`config.mk`:
```
export PLATFORM = sky130hd
export DESIGN_NAME = uirq_bank
export DESIGN_NICKNAME = d
export VERILOG_FILES = /design/src/rtl/uirq_pkg.sv /design/src/rtl/uirq_decode.sv /design/src/rtl/uirq_cell.sv /design/src/rtl/uirq_rdmux.sv /design/src/rtl/uirq_bank.sv
export SDC_FILE = /design/constraint.sdc
export NUM_CORES = 1
export LEC_CHECK = 0
export BUFFER_PORTS_ARGS = -buffer_cell sky130_fd_sc_hd__buf_2
export CORE_MARGIN = 2
export CORE_UTILIZATION = 36
export CTS_BUF_LIST = sky130_fd_sc_hd__clkbuf_8 sky130_fd_sc_hd__clkbuf_16
export DETAILED_ROUTE_END_ITERATION = 12
export PLACE_DENSITY = 0.84
export SYNTH_ARGS = -nofsm -noshare
export SYNTH_HDL_FRONTEND = slang
export SYNTH_SLANG_ARGS = --single-unit
```
`constraint.sdc`:
```
create_clock -name clk -period 4 [get_ports clk]
set_input_delay 0.6 -clock clk [delete_from_list [all_inputs] [get_ports clk]]
set_output_delay 0.6 -clock clk [all_outputs]
set_load 0.03 [all_outputs]
```
`src/rtl/uirq_pkg.sv`:
```
package uirq_pkg;
    // Number of interrupt sources and register width
    parameter int unsigned N_SRC  = 4;
    parameter int unsigned DATA_W = 32;
    parameter int unsigned ADDR_W = 8;

    // Word offsets of the three registers (byte offset >> 2)
    localparam logic [ADDR_W-3:0] WOFF_FLAG  = (ADDR_W-2)'(0);
    localparam logic [ADDR_W-3:0] WOFF_MASK  = (ADDR_W-2)'(1);
    localparam logic [ADDR_W-3:0] WOFF_FORCE = (ADDR_W-2)'(2);

    // Register selected by the current address
    typedef enum logic [1:0] {
        SEL_NONE  = 2'd0,
        SEL_FLAG  = 2'd1,
        SEL_MASK  = 2'd2,
        SEL_FORCE = 2'd3
    } reg_sel_e;

    // Decoded write strobes
    typedef struct packed {
        logic clr;
        logic msk;
        logic frc;
    } wr_strb_t;
endpackage

```
`src/rtl/uirq_decode.sv`:
```
module uirq_decode
    import uirq_pkg::*;
#(
    parameter int unsigned AW = ADDR_W
) (
    input  logic          we,
    input  logic [AW-1:0] addr,
    output reg_sel_e      sel,
    output wr_strb_t      strb
);
    localparam int unsigned WAW = AW - 2;

    logic [WAW-1:0] word;

    assign word = addr[AW-1:2];

    always_comb begin
        sel = SEL_NONE;
        unique case (word)
            WOFF_FLAG:  sel = SEL_FLAG;
            WOFF_MASK:  sel = SEL_MASK;
            WOFF_FORCE: sel = SEL_FORCE;
            default:    sel = SEL_NONE;
        endcase
    end

    always_comb begin
        strb.clr = we && (sel == SEL_FLAG);
        strb.msk = we && (sel == SEL_MASK);
        strb.frc = we && (sel == SEL_FORCE);
    end
endmodule

```
`src/rtl/uirq_cell.sv`:
```
module uirq_cell (
    input  logic clk,
    input  logic rst_n,
    input  logic ev,
    input  logic wbit,
    input  logic clr_we,
    input  logic msk_we,
    input  logic frc_we,
    output logic flag,
    output logic mask,
    output logic irq
);
    logic flag_d;
    logic mask_d;

    // Set terms are ORed after the clear, so an event beats a clear
    always_comb begin
        flag_d = (flag & ~(clr_we & wbit)) | ev | (frc_we & wbit);
        mask_d = msk_we ? wbit : mask;
    end

    always_ff @(posedge clk) begin
        if (!rst_n) begin
            flag <= 1'b0;
            mask <= 1'b0;
        end else begin
            flag <= flag_d;
            mask <= mask_d;
        end
    end

    assign irq = flag & mask;
endmodule

```
`src/rtl/uirq_rdmux.sv`:
```
module uirq_rdmux
    import uirq_pkg::*;
#(
    parameter int unsigned NS = N_SRC,
    parameter int unsigned DW = DATA_W
) (
    input  reg_sel_e        sel,
    input  logic [NS-1:0]   flags,
    input  logic [NS-1:0]   masks,
    output logic [DW-1:0]   rdata
);
    always_comb begin
        rdata = '0;
        unique case (sel)
            SEL_FLAG:  rdata[NS-1:0] = flags;
            SEL_MASK:  rdata[NS-1:0] = masks;
            SEL_FORCE: rdata = '0;
            default:   rdata = '0;
        endcase
    end
endmodule

```
`src/rtl/uirq_bank.sv`:
```
module uirq_bank
    import uirq_pkg::*;
#(
    parameter int unsigned NS = N_SRC,
    parameter int unsigned DW = DATA_W,
    parameter int unsigned AW = ADDR_W
) (
    input  logic          clk,
    input  logic          rst_n,
    input  logic [NS-1:0] ev_i,
    input  logic          reg_we,
    input  logic [AW-1:0] reg_addr,
    input  logic [DW-1:0] reg_wdata,
    output logic [DW-1:0] reg_rdata,
    output logic [NS-1:0] irq_o
);
    reg_sel_e      sel;
    wr_strb_t      strb;
    logic [NS-1:0] st_q;
    logic [NS-1:0] en_q;

    uirq_decode #(.AW(AW)) u_dec (
        .we   (reg_we),
        .addr (reg_addr),
        .sel  (sel),
        .strb (strb)
    );

    for (genvar i = 0; i < NS; i++) begin : g_src
        uirq_cell u_cell (
            .clk    (clk),
            .rst_n  (rst_n),
            .ev     (ev_i[i]),
            .wbit   (reg_wdata[i]),
            .clr_we (strb.clr),
            .msk_we (strb.msk),
            .frc_we (strb.frc),
            .flag   (st_q[i]),
            .mask   (en_q[i]),
            .irq    (irq_o[i])
        );
    end

    uirq_rdmux #(.NS(NS), .DW(DW)) u_rd (
        .sel   (sel),
        .flags (st_q),
        .masks (en_q),
        .rdata (reg_rdata)
    );
endmodule

```
==> impl_metrics.env <==
export IMPL_timing_final_hold_violations=0
export IMPL_routed_wire_length_per_instance_um=9.12
export IMPL_die_y_um=49.4
export IMPL_per_instance_average_area_after_synthesis_um2=8.17
export IMPL_timing_critical_path_from="reg_addr[5]"
export IMPL_maximum_number_of_pins_on_one_net_before_global_route_repair=11
export IMPL_io_pins=83
export IMPL_worstReg2RegStart="g_src[3].u_cell.flag"
export IMPL_overflow=0
export IMPL_drc=0
export IMPL_cp_max_fo=9
export IMPL_syn_instance_count=91
export IMPL_finalWorstPathRequiredPeriod_ns=2.67
export IMPL_synth_seq_area_share=0.215
export IMPL_setup_slack_ns=1.33
export IMPL_yosys_cell_types_count=20
export IMPL_num_nets_final=162
export IMPL_area_of_combinational_cells_with_multiple_inputs_um2=415
export IMPL_tritoncts="built"
export IMPL_synth_enable_flop_cells=0
export IMPL_cts_resized_gates=0
export IMPL_critical_path_required_ns=3.40
export IMPL_routed_via_count=562
export IMPL_finClkSkew_ns=0
export IMPL_antenna_found_initial=0
export IMPL_clock_fmax_mhz=375
export IMPL_synthMostInstantiatedCell="buf_4"
export IMPL_drt_vias_per_instance=4.10
export IMPL_most_used_cell_cp="buf_2"
export IMPL_setup_violations_final=0
export IMPL_yosys_top_cells_area="buf_4 32%, dfxtp_1 22%, a221oi_2 6.1%, nand3_1 5.4%, ha_1 5.1%"
export IMPL_ctsLongestPathBuffers=2
export IMPL_floorplan_initialDensity=0.379
export IMPL_cts_hold_repair_buffers=0
export IMPL_p_total_uw=237
export IMPL_ff_latch_area_um2=160
export IMPL_io_buffers=24
export IMPL_synth_async_sr_flop_share=0
export IMPL_die_w_um=49.4
export IMPL_wire_length_of_the_first_global_routing_pass_mm=1.80
export IMPL_static_leakage_power_nw=0.389
export IMPL_grt_usage=0.0997
export IMPL_endpoint_kind="output port"
export IMPL_numCtsBuffers=3
export IMPL_antenna_cells=0
export IMPL_final_layout_size_suffix_gt1_frac=0.282
export IMPL_post_cts_buffers=0
export IMPL_maxCapViolCount=0
export IMPL_drv_slew=0
export IMPL_cp_slowest_cell="nor4_1"
export IMPL_synth_commonest_cells="32 x buf_4, 8 x dfxtp_1, 8 x nand3_1, 6 x nand2_1"
export IMPL_drt_pass1_iterations=4
export IMPL_dp_final_hpwl_mm=1.06
export IMPL_antenna_violation_net_count_after_detailed_routing=0
export IMPL_vdd_ir_drop_max_mv=0.177
export IMPL_clock_network_latency_to_the_later_pin_of_the_worst_skew_pair_ns=0.22
export IMPL_core_area_um2=1960
export IMPL_ys_seq_elements=8
export IMPL_run_status="finished, final reports clean"
export IMPL_min_path_type="reg2reg"
export IMPL_areaGrowthSynthToFinish_pct=4.71
export IMPL_yosys_warnings=0
export IMPL_powerDensity_nw_per_um2=304
export IMPL_h_tree_depth=1
export IMPL_placement_rows=16
export IMPL_die_area_um2=2440
export IMPL_yosys_area_top_type="buf_4"
export IMPL_synth_largest_type_area_fraction=0.323
export IMPL_critical_path_arrival_ns=2.07
export IMPL_timing_critical_path_slowest_cell_delay_ns=0.34
export IMPL_total_number_of_clock_tree_sinks=8
export IMPL_finalWeightedCongestion=0.643
export IMPL_grt_setup_unrepaired="false"
export IMPL_worstPathCellList="buf_2, nor4_1, and2b_1, inv_1, ha_1, a22oi_1, nor2_1, buf_2"
export IMPL_ys_flop_type="dfxtp_1"
export IMPL_syn_cell_area_um2=743
export IMPL_clk_root_buffer_cell="clkbuf_8"
export IMPL_fillerInstances=217
export IMPL_timing_final_crit_share=0.667
export IMPL_worst_setup_hold_path_clk_slew_ns=0.04
export IMPL_pre_cts_ws_ns=1.31
export IMPL_setup_tns_final_ns=0
export IMPL_hp_start="g_src[0].u_cell.mask"
export IMPL_drt_wl_total_mm=1.25
export IMPL_setup_worst_path_start_class="primary input"
export IMPL_first_global_vias=442
export IMPL_worstSetupPathType="in2out"
export IMPL_drt_initial_drc_count=2
## cell families (layout without fill, tap and decap cells)
logic type                 after synthesis  count (layout)  synth area share
AOI/OAI and AO/OA                       12              12             0.153
xor gates and xnor gates                 1               1            0.0118
adders and majority gates                3               3            0.0505
buffers and inverters                   37              29             0.362
DFF                                      8               8             0.215
other                                    1              28           0.00505
and+or+nand+nor                         29              29             0.202
## critical path: cells and delay by family
family / cells / cell delay, ns
AND/OR/NAND/NOR: 3 / 0.62
buffers and inverters: 3 / 0.31
adder cells (fa/ha/maj): 1 / 0.30
AO/OA/AOI/OAI: 1 / 0.22
## flip-flops by register name (all words and copies together) (netlist names)
name,count
g_src.u_cell.mask,4
g_src.u_cell.flag,4
## final timing paths
kind / to / slack (ns) / cells past startpoint
min reg2reg: g_src[0].u_cell.mask / 0.48 / 2
min: g_src[0].u_cell.mask / 0.48 / 2
max reg2reg: g_src[3].u_cell.flag / 3.21 / 2
max: reg_rdata[3] / 1.33 / 8
## cell usage in the layout, fill, tap and decap left out
| master | Yosys | routed |
|---|---|---|
| conb_1 | 1 | 28 |
| buf_2 | 2 | 24 |
| nand3_1 | 8 | 8 |
| dfxtp_1 | 8 | 8 |
| nand2_1 | 6 | 6 |
| a22oi_1 | 4 | 4 |
| nor2_1 | 4 | 4 |
| and2_1 | 4 | 4 |
| nor2b_1 | 4 | 4 |
| a21boi_0 | 4 | 4 |
| a221oi_2 | 3 | 3 |
| ha_1 | 3 | 3 |
| clkbuf_8 | 0 | 3 |
| inv_1 | 2 | 2 |
| nor4_1 | 1 | 1 |
| xor2_1 | 1 | 1 |
| and2b_1 | 1 | 1 |
| and2_4 | 1 | 1 |
| a221oi_1 | 1 | 1 |
## routing by layer
metal / routed length [um] / part of all wire / track usage
met5: 0 / 0 / 0
met4: 27 / 0.022 / 0.0833
met3: 156 / 0.12 / 0.0276
met2: 546 / 0.44 / 0.153
met1: 519 / 0.42 / 0.114
## where the power goes
group	switching (mW)	internal, mW	total [mW]
logic	0.0446	0.0113	0.0559
clock network	0.0295	0.0650	0.0945
registers	0.00308	0.0834	0.0865
total	0.0772	0.160	0.237
## area by class of cell
class	instances	area share
Sequential cell	8	0.206
Clock buffer	3	0.0531
Inverter	2	0.00965
Timing Repair Buffer	24	0.154
Multi-Input combinational cell	73	0.534
Tap cell	27	0.0434
## metrics by stage
stage | instances | instance area, um2 | utilization | hold slack, ns
2_1_floorplan | 118 | 845 | - | 0.452
3_3_place_gp | 134 | 737 | 0.376 | 0.463
3_5_place_dp | 134 | 737 | 0.376 | 0.471
4_1_cts | 137 | 778 | 0.397 | 0.477
5_1_grt | 137 | 778 | 0.397 | 0.504
6_report | 137 | 778 | 0.397 | 0.476
Power figures use the tool's default switching activity.
